### src/rtl/tsu_pkg.sv
`timescale 1ns/1ps
// Package: shared constants and types of the trace stimulus unit.
// Assumes a 12-bit byte offset bus; offsets are fixed by the register map.
package tsu_pkg;
    localparam logic [31:0] UNLOCK_KEY = 32'hC5AC_CE55;
    localparam logic [11:0] OFF_LOCK   = 12'hFB0;
    localparam logic [11:0] OFF_CTRL   = 12'hE80;
    localparam logic [11:0] OFF_DROP   = 12'hE84;
    localparam logic [11:0] OFF_PEN    = 12'hE00;
    localparam logic [11:0] OFF_GMASK  = 12'hE40;
    localparam int          SRCID_W    = 7;

    // Stored control fields; busy is derived, not stored.
    typedef struct packed {
        logic [SRCID_W-1:0] srcid;
        logic [1:0]         prescale;
        logic               ts_clk_sel;
        logic               wpt_en;
        logic               sync_en;
        logic               ts_en;
        logic               glb_en;
    } ctrl_t;
endpackage

### src/rtl/tsu_regs.sv
`timescale 1ns/1ps
// Module: tsu_regs
// Holds the key lock, control fields, port enables, group masks and the
// saturating drop counter. Assumes wr_en is a one-cycle write strobe with
// a stable address. Lock reset state is "locked".
module tsu_regs
    import tsu_pkg::*;
#(
    parameter int NPORTS = 32,
    parameter int GROUP  = 8,
    parameter int AW     = 12,
    parameter int DROP_W = 8
) (
    input  logic                     clk,
    input  logic                     rst_n,
    input  logic                     wr_en,
    input  logic [AW-1:0]            addr,
    input  logic [31:0]              wdata,
    input  logic                     drop_inc,
    output logic                     locked,
    output ctrl_t                    ctrl,
    output logic [NPORTS-1:0]        port_en,
    output logic [NPORTS/GROUP-1:0]  gmask,
    output logic [DROP_W-1:0]        drop_cnt
);
    localparam int NGROUPS = NPORTS / GROUP;

    logic cfg_ok;
    assign cfg_ok = wr_en && !locked;

    // Lock: key unlocks, any other value written to the lock offset relocks.
    always_ff @(posedge clk) begin
        if (!rst_n)
            locked <= 1'b1;
        else if (wr_en && addr == OFF_LOCK)
            locked <= (wdata != UNLOCK_KEY);
    end

    // Control fields: writable only while unlocked.
    always_ff @(posedge clk) begin
        if (!rst_n)
            ctrl <= '0;
        else if (cfg_ok && addr == OFF_CTRL) begin
            ctrl.srcid      <= wdata[22:16];
            ctrl.prescale   <= wdata[9:8];
            ctrl.ts_clk_sel <= wdata[4];
            ctrl.wpt_en     <= wdata[3];
            ctrl.sync_en    <= wdata[2];
            ctrl.ts_en      <= wdata[1];
            ctrl.glb_en     <= wdata[0];
        end
    end

    // Port enables: one bit per stimulus port.
    always_ff @(posedge clk) begin
        if (!rst_n)
            port_en <= '0;
        else if (cfg_ok && addr == OFF_PEN)
            port_en <= wdata[NPORTS-1:0];
    end

    // Group masks: one bit per group of GROUP ports.
    always_ff @(posedge clk) begin
        if (!rst_n)
            gmask <= '0;
        else if (cfg_ok && addr == OFF_GMASK)
            gmask <= wdata[NGROUPS-1:0];
    end

    // Drop counter: counts writes lost to a full queue, sticks at all-ones.
    always_ff @(posedge clk) begin
        if (!rst_n)
            drop_cnt <= '0;
        else if (drop_inc && drop_cnt != {DROP_W{1'b1}})
            drop_cnt <= drop_cnt + 1'b1;
    end
endmodule

### src/rtl/tsu_gate.sv
`timescale 1ns/1ps
// Module: tsu_gate
// Decodes stimulus port offsets and qualifies a stimulus write with the
// global enable, the port enable and the port's group mask. Purely
// combinational. Assumes NPORTS is a power of two and a multiple of GROUP.
module tsu_gate #(
    parameter int NPORTS = 32,
    parameter int GROUP  = 8,
    parameter int AW     = 12
) (
    input  logic                          wr_en,
    input  logic [AW-1:0]                 addr,
    input  logic                          glb_en,
    input  logic [NPORTS-1:0]             port_en,
    input  logic [NPORTS/GROUP-1:0]       gmask,
    output logic                          stim_hit,
    output logic [$clog2(NPORTS)-1:0]     port_idx,
    output logic                          push_req
);
    localparam int PORT_W = $clog2(NPORTS);
    localparam int HI     = PORT_W + 2;

    logic [NPORTS-1:0] port_ok;

    // Per-port permission: port enable masked by its group bit.
    for (genvar p = 0; p < NPORTS; p++) begin : g_port
        assign port_ok[p] = port_en[p] & gmask[p / GROUP];
    end

    // Offset decode and final qualification.
    always_comb begin
        stim_hit = (addr[AW-1:HI] == '0) && (addr[1:0] == 2'b00);
        port_idx = addr[HI-1:2];
        push_req = wr_en && stim_hit && glb_en && port_ok[port_idx];
    end
endmodule

### src/rtl/tsu_fifo.sv
`timescale 1ns/1ps
// Module: tsu_fifo
// Small circular record queue with an occupancy count. Assumes the caller
// never pushes when full nor pops when empty. Head entry drives dout.
module tsu_fifo #(
    parameter int DEPTH = 4,
    parameter int WIDTH = 44
) (
    input  logic                         clk,
    input  logic                         rst_n,
    input  logic                         push,
    input  logic [WIDTH-1:0]             din,
    input  logic                         pop,
    output logic [WIDTH-1:0]             dout,
    output logic                         empty,
    output logic                         full,
    output logic [$clog2(DEPTH+1)-1:0]   count
);
    localparam int PTR_W = (DEPTH > 1) ? $clog2(DEPTH) : 1;
    localparam logic [PTR_W-1:0] LAST = PTR_W'(DEPTH - 1);

    logic [WIDTH-1:0] mem [DEPTH];
    logic [PTR_W-1:0] wr_ptr, rd_ptr;

    // Storage write: no reset needed, entries are qualified by count.
    always_ff @(posedge clk) begin
        if (push)
            mem[wr_ptr] <= din;
    end

    // Pointer and occupancy tracking.
    always_ff @(posedge clk) begin
        if (!rst_n) begin
            wr_ptr <= '0;
            rd_ptr <= '0;
            count  <= '0;
        end else begin
            if (push) wr_ptr <= (wr_ptr == LAST) ? '0 : wr_ptr + 1'b1;
            if (pop)  rd_ptr <= (rd_ptr == LAST) ? '0 : rd_ptr + 1'b1;
            case ({push, pop})
                2'b10:   count <= count + 1'b1;
                2'b01:   count <= count - 1'b1;
                default: count <= count;
            endcase
        end
    end

    // Status flags and head data.
    always_comb begin
        empty = (count == '0);
        full  = (count == ($clog2(DEPTH+1))'(DEPTH));
        dout  = mem[rd_ptr];
    end
endmodule

### src/rtl/trace_stim_unit.sv
`timescale 1ns/1ps
// Module: trace_stim_unit (top)
// Software trace source: qualified stimulus writes become records
// {port, source ID, data} queued toward a valid/ready output. Assumes a
// single-cycle register bus; reads are combinational on bus_addr.
module trace_stim_unit
    import tsu_pkg::*;
#(
    parameter int NPORTS = 32,
    parameter int GROUP  = 8,
    parameter int DEPTH  = 4,
    parameter int DROP_W = 8,
    parameter int AW     = 12
) (
    input  logic                       clk,
    input  logic                       rst_n,
    input  logic                       bus_sel,
    input  logic                       bus_wr,
    input  logic [AW-1:0]              bus_addr,
    input  logic [31:0]                bus_wdata,
    output logic [31:0]                bus_rdata,
    output logic                       rec_valid,
    input  logic                       rec_ready,
    output logic [$clog2(NPORTS)-1:0]  rec_port,
    output logic [SRCID_W-1:0]         rec_srcid,
    output logic [31:0]                rec_data
);
    localparam int PORT_W  = $clog2(NPORTS);
    localparam int NGROUPS = NPORTS / GROUP;
    localparam int REC_W   = PORT_W + SRCID_W + 32;
    localparam int CNT_W   = $clog2(DEPTH + 1);

    logic                 wr_en;
    logic                 locked;
    ctrl_t                ctrl_q;
    logic [NPORTS-1:0]    port_en;
    logic [NGROUPS-1:0]   gmask;
    logic [DROP_W-1:0]    drop_cnt;
    logic                 stim_hit;
    logic [PORT_W-1:0]    port_idx;
    logic                 push_req;
    logic                 fifo_full;
    logic                 fifo_empty;
    logic [CNT_W-1:0]     fifo_cnt;
    logic [REC_W-1:0]     head;
    logic                 push;
    logic                 pop;
    logic                 drop_inc;

    assign wr_en = bus_sel && bus_wr;

    tsu_regs #(
        .NPORTS(NPORTS), .GROUP(GROUP), .AW(AW), .DROP_W(DROP_W)
    ) u_regs (
        .clk(clk), .rst_n(rst_n), .wr_en(wr_en), .addr(bus_addr),
        .wdata(bus_wdata), .drop_inc(drop_inc), .locked(locked),
        .ctrl(ctrl_q), .port_en(port_en), .gmask(gmask), .drop_cnt(drop_cnt)
    );

    tsu_gate #(
        .NPORTS(NPORTS), .GROUP(GROUP), .AW(AW)
    ) u_gate (
        .wr_en(wr_en), .addr(bus_addr), .glb_en(ctrl_q.glb_en),
        .port_en(port_en), .gmask(gmask), .stim_hit(stim_hit),
        .port_idx(port_idx), .push_req(push_req)
    );

    // Queue admission: fullness is taken before any same-cycle pop.
    always_comb begin
        push     = push_req && !fifo_full;
        drop_inc = push_req && fifo_full;
        pop      = !fifo_empty && rec_ready;
    end

    tsu_fifo #(
        .DEPTH(DEPTH), .WIDTH(REC_W)
    ) u_fifo (
        .clk(clk), .rst_n(rst_n), .push(push),
        .din({port_idx, ctrl_q.srcid, bus_wdata}), .pop(pop),
        .dout(head), .empty(fifo_empty), .full(fifo_full), .count(fifo_cnt)
    );

    // Output record fields from the queue head.
    always_comb begin
        rec_valid = !fifo_empty;
        {rec_port, rec_srcid, rec_data} = head;
    end

    // Register read mux.
    always_comb begin
        bus_rdata = '0;
        if (stim_hit)
            bus_rdata[0] = !fifo_full;
        else begin
            case (bus_addr)
                OFF_CTRL:  bus_rdata = {8'b0, !fifo_empty, ctrl_q.srcid, 6'b0,
                                        ctrl_q.prescale, 3'b0, ctrl_q.ts_clk_sel,
                                        ctrl_q.wpt_en, ctrl_q.sync_en,
                                        ctrl_q.ts_en, ctrl_q.glb_en};
                OFF_DROP:  bus_rdata[DROP_W-1:0]  = drop_cnt;
                OFF_PEN:   bus_rdata[NPORTS-1:0]  = port_en;
                OFF_GMASK: bus_rdata[NGROUPS-1:0] = gmask;
                default:   bus_rdata = '0;
            endcase
        end
    end
endmodule

### config.mk
export PLATFORM = sky130hd
export DESIGN_NAME = trace_stim_unit
export DESIGN_NICKNAME = d
export VERILOG_FILES = /design/src/rtl/tsu_pkg.sv /design/src/rtl/tsu_regs.sv /design/src/rtl/tsu_gate.sv /design/src/rtl/tsu_fifo.sv /design/src/rtl/trace_stim_unit.sv
export SDC_FILE = /design/constraint.sdc
export NUM_CORES = 1
export LEC_CHECK = 0
export ABC_AREA = 1
export BUFFER_PORTS_ARGS = -buffer_cell sky130_fd_sc_hd__buf_2
export CAP_MARGIN = 20
export CORE_UTILIZATION = 50
export DETAILED_ROUTE_END_ITERATION = 8
export PLACE_DENSITY_LB_ADDON = 0.25
export SKIP_CTS_REPAIR_TIMING = 1
export SLEW_MARGIN = 20
export SYNTH_ARGS = -nofsm -noshare
export SYNTH_HDL_FRONTEND = slang
export SYNTH_SLANG_ARGS = --single-unit
### constraint.sdc
create_clock -name clk -period 3.95 [get_ports clk]
set_input_delay 0.9875 -clock clk [delete_from_list [all_inputs] [get_ports clk]]
set_output_delay 0.9875 -clock clk [all_outputs]
set_load 0.005 [all_outputs]
# Word level (Yosys, flattened, before mapping)
# Memory sizes are Yosys's and may differ from the RTL's. A register that Yosys moved wholly into a read port is not among the register bits.
# Index checks and enable logic that the tools add are counted.
[totals] word_cells=100 mem_count=1 ramBits=176 reg_bits=66
[memory_table] memory="u_fifo.mem" depth=4 width=44 read_ports=1 rd_clocked_by_memory_dff=1 write_ports=1 line_no="tsu_fifo.sv:22" rtl="logic [WIDTH-1:0] mem [DEPTH];"
[classes] bitwise=32 n_eq_ne=12 magnitude_cmp=1 n_mux=14 addsub=5 n_reduce_logical=21
[ops] operator="$eq 12x12->1 const B" count=5
[ops] operator="$pmux 24 s2" count=1
[ops] operator="$and 1x1->1" count=32
[ops] operator="$ne 32x32->1 const B" count=1
[ops] operator="$mux 31" count=1
[ops] operator="$pmux 4 s4" count=1
[ops] operator="$logic_and 1x1->1" count=14
[ops] operator="$pmux 4 s3" count=1
[ops] operator="$add 8x1->8 const B" count=1
[ops] operator="$mux 2" count=4
[ops] operator="$ne 8x8->1 const B" count=1
[ops] operator="$eq 2x2->1 const B" count=3
[ops] operator="$lt 5x6->1 const B" count=1
[ops] operator="$pmux 3 s2" count=1
[ops] operator="$bmux 1 s5" count=1
[ops] operator="$logic_not 5->1" count=1
[ops] operator="$add 2x1->2 const B" count=2
[ops] operator="$mux 1" count=4
[ops] operator="$add 3x1->3 const B" count=1
[ops] operator="$eq 3x3->1 const B" count=1
[ops] operator="$logic_not 1->1" count=3
[ops] operator="$logic_not 3->1" count=1
[ops] operator="$sub 3x1->3 const B" count=1
[ops] operator="$eq 2x1->1 const B" count=1
[ops] operator="other kinds (2)" count=2

# Longest topological paths before layout
[depth] ltp_word=8 mapped_depth=17 depth_no_buf=16

# By module
# A second synthesis with hierarchy kept.
[unflattened] hier_cells=1250 hier_area_um2=11444.7
[by_module_without_submodules] module="tsu_fifo" cells_per_inst=485 seq_area_each_um2=5465.2 area_each_um2=7068.0 instances=1
[by_module_without_submodules] module="tsu_regs" cells_per_inst=476 seq_area_each_um2=1181.1 area_each_um2=3002.9 instances=1
[by_module_without_submodules] module="trace_stim_unit" cells_per_inst=180 seq_area_each_um2=0.0 area_each_um2=870.8 instances=1
[by_module_without_submodules] module="tsu_gate" cells_per_inst=109 seq_area_each_um2=0.0 area_each_um2=503.0 instances=1

# Worst setup path after synthesis
# OpenSTA, ideal clock, no wires.
[synth_path] path_kind="input-to-reg" from="in bus_addr[3]" to="mem u_fifo.mem[0][0] (enable)" arrival_time_ns=3.795 path_stages=11 slack_ns=-0.290 path_buffers=1 path_cell_list="buf_2 inv_4 a21oi_1 o21ai_1 nand3_1 nand2_1 nor2_2 nor2_4 nor2_8 nand2_4 nor2_1"
[synth_via] elab_chain_len=6
[synth_rtl] element="start, declared" line_no="trace_stim_unit.sv:19" rtl="input logic [AW-1:0] bus_addr,"
[synth_rtl] element="$bmux 1 s5" line_no="tsu_gate.sv:34" rtl="push_req = wr_en && stim_hit && glb_en && port_ok[port_idx];"
[synth_rtl] element="$mux 1 (not written as such)" line_no="tsu_gate.sv:34"
[synth_rtl] element="$logic_and 1x1->1" line_no="tsu_gate.sv:34"
[synth_rtl] element="$logic_and 1x1->1" line_no="trace_stim_unit.sv:70" rtl="push = push_req && !fifo_full;"
[synth_rtl] element="$mux 1" line_no="tsu_fifo.sv:27" rtl="if (push)"
[synth_rtl] element="$mux 1 (not written as such)" line_no="tsu_fifo.sv:28" rtl="mem[wr_ptr] <= din;"
[synth_rtl] element="end, declared" line_no="tsu_fifo.sv:22"
# No other way between the ends. The select of a mux whose other input is x is not followed.

# Worst setup path after layout
[layout_path] from="in bus_addr[3]" to="out bus_rdata[0]"
[layout_via] elab_chain_len=3 elab_cells_between_ends=6 cone_classes="4 x eq/ne; 2 x mux"
[layout_rtl] element="$eq 12x12->1" line_no="trace_stim_unit.sv:95" rtl="case (bus_addr)"
[layout_rtl] element="$pmux 4 s4 *" line_no="trace_stim_unit.sv:95"
[layout_rtl] element="$mux 1 *" line_no="trace_stim_unit.sv:92" rtl="if (stim_hit)"
[layout_rtl] element="end, declared" line_no="trace_stim_unit.sv:21" rtl="output logic [31:0] bus_rdata,"
# Mark *: on every way between the ends. The rest lies on a longest branch, timed or not.

==> impl_metrics.tcl <==
set metrics [dict create \
    fmaxAchievable_ghz 0.269 \
    die_width_um 145 \
    drc_violations_left 1 \
    postSynthCellCount 958 \
    vdd_ir_drop_max_mv 0.272 \
    largest_area_contributor_in_the_synthesized_netlist "sky130_fd_sc_hd__edfxtp_1" \
    antennaDiodeCount 0 \
    seq_area_frac_synth 0.647 \
    route.antenna.remaining_nets 0 \
    clkTransAtPathRegs_ps 60 \
    power_leakage_nw 4.38 \
    maxSlewViolCount 0 \
    groute.usage.overall 0.239 \
    dpl.hpwl_um 16900 \
    layout.core_utilization 0.596 \
    crit_path_start "bus_addr[3]" \
    nets 1136 \
    worst_r2r_path_depth 16 \
    cts_made_buffers 25 \
    post_route_cells_drive_above_1_share 0.212 \
    wl_um 25400 \
    setup_slack_ps 226 \
    synth.area.top_cells "sky130_fd_sc_hd__edfxtp_1 51%, sky130_fd_sc_hd__dfxtp_1 13%, sky130_fd_sc_hd__o21ai_0 5.9%" \
    reg2reg_slack_ps 1400 \
    min-delay-path-class "register to register" \
    worstSetupPathType "input port to output port" \
    path_max_fanout 15 \
    via_count_of_the_first_global_routing_pass 7030 \
    floorplan.initialDensity 0.509 \
    rsz0062_at_grt "no" \
    floorplan.rows 52 \
    cts.sink_count 244 \
    postLayoutCellArea_um2 12000 \
    ys.flop_type "sky130_fd_sc_hd__edfxtp_1" \
    tightest_slew_ps 1030 \
    worstPathArrival_ps 2740 \
    netlist-cell-type-count 41 \
    finClkSkew_ps 15.7 \
    mappedNetlistNets 1015 \
    clockBufferDepth 3 \
    dr.first_iter.drc_count 623 \
    worst_slew_margin_rel 0.312 \
    wl_per_cell_um 18.6 \
    r2r_start "u_regs.port_en[13]" \
    io-pin-count 126 \
    synth_largest_type_area_fraction 0.515 \
    endpoint_kind "output port" \
    gp_congestion 0.912 \
    synthMostInstantiatedCell "sky130_fd_sc_hd__edfxtp_1" \
    grt_first_pass_wirelength_um 39300 \
    via_total_after_detailed_routing 7504 \
    timing.critical_path.required_ps 2960 \
    synth-edff-count 176 \
    flow.area_growth_from_synthesis_pct 17.0 \
    cts_tree "yes" \
    synth_warnings 0 \
    routed_via_density 5.49 \
    synthesis_stage_register_bit_count 244 \
    clock_latency_ps 510 \
    worst_setup_path_start_kind "input port" \
    synth.top_cells.by_count "176 x sky130_fd_sc_hd__edfxtp_1, 156 x sky130_fd_sc_hd__nor2_1, 121 x sky130_fd_sc_hd__o21ai_0" \
    run_status "complete, but fails checks" \
    globalRoute.totalOverflow 0 \
    ys_async_sr_fraction 0 \
    pre_cts_slack_ps 268 \
    timing.final.hold_violations 0 \
    drv_cap 0 \
    cts.root.buffer_cell "sky130_fd_sc_hd__clkbuf_16" \
    post_place_instance_area_um2 11200 \
    pin_count_of_the_biggest_net_entering_global_routing 89 \
    iteration_count_of_the_initial_detailed_routing_pass 7 \
    placement.io_buffers 125 \
    post_synth_instance_area_um2 10300 \
    synthesized_area_per_cell_um2 10.7 \
    timing.final.crit_period_ps 3720 \
    last_element_of_the_critical_path "bus_rdata[0]" \
    design.die.area_um2 21100 \
    die_h_um 145 \
    crit-reg2reg-capture "u_fifo.count[2]" \
    power_per_cell_area_nw_per_um2 473 \
    antenna_found_initial 1 \
    failed_checks "DRC" \
    setup_viol_count_final 0 \
    core_area_um2 20200 \
    cts_h_tree_depth 1 \
    final.period_utilization 0.943 \
]
layout make-up:
| cell class | count | area [um2] |
|---|---|---|
| inverter | 103 | 389 |
| tap | 270 | 338 |
| multi-input combinational | 559 | 3030 |
| timing repair buffer | 146 | 796 |
| sequential | 244 | 6650 |
| fill | 1705 | 8160 |
| clock buffer | 31 | 658 |
| clock inverter | 13 | 158 |
critical path: stages:
cell and delay [ps]:
sky130_fd_sc_hd__buf_2 180, sky130_fd_sc_hd__inv_4 140, sky130_fd_sc_hd__nand2_1 100, sky130_fd_sc_hd__nor2_2 100, sky130_fd_sc_hd__inv_2 60, sky130_fd_sc_hd__nor2_4 110
sky130_fd_sc_hd__nand2_1 410, sky130_fd_sc_hd__o22ai_1 330, sky130_fd_sc_hd__a21oi_1 60, sky130_fd_sc_hd__o221ai_1 90, sky130_fd_sc_hd__buf_2 150
flip-flops by register name, summed over array words and instances (netlist names), named ones only:
register and count:
u_fifo.mem 176, u_regs.port_en 32, u_regs.ctrl 14, u_regs.drop_cnt 8, u_regs.gmask 4, u_fifo.count 3, u_fifo.rd_ptr 2, u_fifo.wr_ptr 2
u_regs.locked 1
placed cells by master, fill, tap and decap left out, types with 2 or more instances in the layout:
| cell | count |
|---|---|
| sky130_fd_sc_hd__edfxtp_1 | 176 |
| sky130_fd_sc_hd__nor2_1 | 152 |
| sky130_fd_sc_hd__buf_2 | 125 |
| sky130_fd_sc_hd__o21ai_0 | 121 |
| sky130_fd_sc_hd__inv_1 | 93 |
| sky130_fd_sc_hd__dfxtp_1 | 67 |
| sky130_fd_sc_hd__o22ai_1 | 61 |
| sky130_fd_sc_hd__nand2_1 | 52 |
| sky130_fd_sc_hd__a21oi_1 | 35 |
| sky130_fd_sc_hd__nand3_1 | 29 |
| sky130_fd_sc_hd__a211oi_2 | 25 |
| sky130_fd_sc_hd__clkbuf_16 | 25 |
| sky130_fd_sc_hd__nor3_1 | 24 |
| sky130_fd_sc_hd__buf_4 | 20 |
| sky130_fd_sc_hd__nand4_1 | 13 |
| sky130_fd_sc_hd__inv_2 | 9 |
| sky130_fd_sc_hd__nor2_4 | 8 |
| sky130_fd_sc_hd__ha_1 | 7 |
| sky130_fd_sc_hd__clkinv_1 | 6 |
| sky130_fd_sc_hd__clkbuf_1 | 5 |
| sky130_fd_sc_hd__o21ai_1 | 4 |
| sky130_fd_sc_hd__bufinv_16 | 4 |
| sky130_fd_sc_hd__nor2_2 | 3 |
| sky130_fd_sc_hd__nor4_1 | 3 |
| sky130_fd_sc_hd__clkinv_2 | 3 |
| sky130_fd_sc_hd__nand3_2 | 2 |
| sky130_fd_sc_hd__o221ai_1 | 2 |
| sky130_fd_sc_hd__o211ai_1 | 2 |
| sky130_fd_sc_hd__xor2_1 | 2 |
| sky130_fd_sc_hd__a211oi_1 | 2 |
| sky130_fd_sc_hd__a31oi_1 | 2 |
report_power, final:
part	switching (mW)	internal (mW)
clock	0.915	1.43
combinational	0.373	0.206
sequential	0.0165	2.74
total	1.30	4.38
metrics by stage:
| stage | hold WS, ps | instances | setup TNS, ps | power [mW] |
|---|---|---|---|---|
| detailed placement | 450 | 1322 | 0 | 3.40 |
| finish | 455 | 1366 | 0 | 5.69 |
| CTS | 458 | 1366 | 0 | 5.72 |
| floorplan | 430 | 958 | -51050 | 3.13 |
| global route | 479 | 1366 | 0 | 5.89 |
| global placement | 448 | 1322 | 0 | 3.39 |
worst min-delay path by stage:
| stage | start | endpoint | cells after the start | slack [ps] |
|---|---|---|---|---|
| final | u_regs.ctrl[2] | u_regs.ctrl[2] | 2 | 460 |
| after global routing | u_regs.ctrl[2] | u_regs.ctrl[2] | 2 | 480 |
| after CTS | u_regs.ctrl[2] | u_regs.ctrl[2] | 2 | 460 |
| after detailed placement | u_regs.ctrl[2] | u_regs.ctrl[2] | 2 | 450 |
| after global placement | u_regs.ctrl[2] | u_regs.ctrl[2] | 2 | 450 |
| after floorplan | u_regs.ctrl[1] | u_regs.ctrl[1] | 2 | 430 |
layer usage:
layer  GRT usage  part of all wire  wire, um  up-vias
met5           0           0.00051        13        -
met4      0.0763             0.023       596        2
met3      0.0321             0.067      1700       44
met2       0.387              0.47     12000      266
met1       0.336              0.44     11100     3570
li1            -                 -         -     3622
cells by family (layout without fill, tap and decap cells):
family,Yosys count,after routing,share of synthesized area
AO/OA/AOI/OAI,256,256,0.153
AND/OR/NAND/NOR,292,292,0.126
XOR/XNOR,3,3,0.00256
buffers and inverters,155,293,0.0610
adder cells (fa/ha/maj),8,8,0.0105
flip-flops,244,244,0.647
Note: power is estimated with default switching activity, not from simulation.
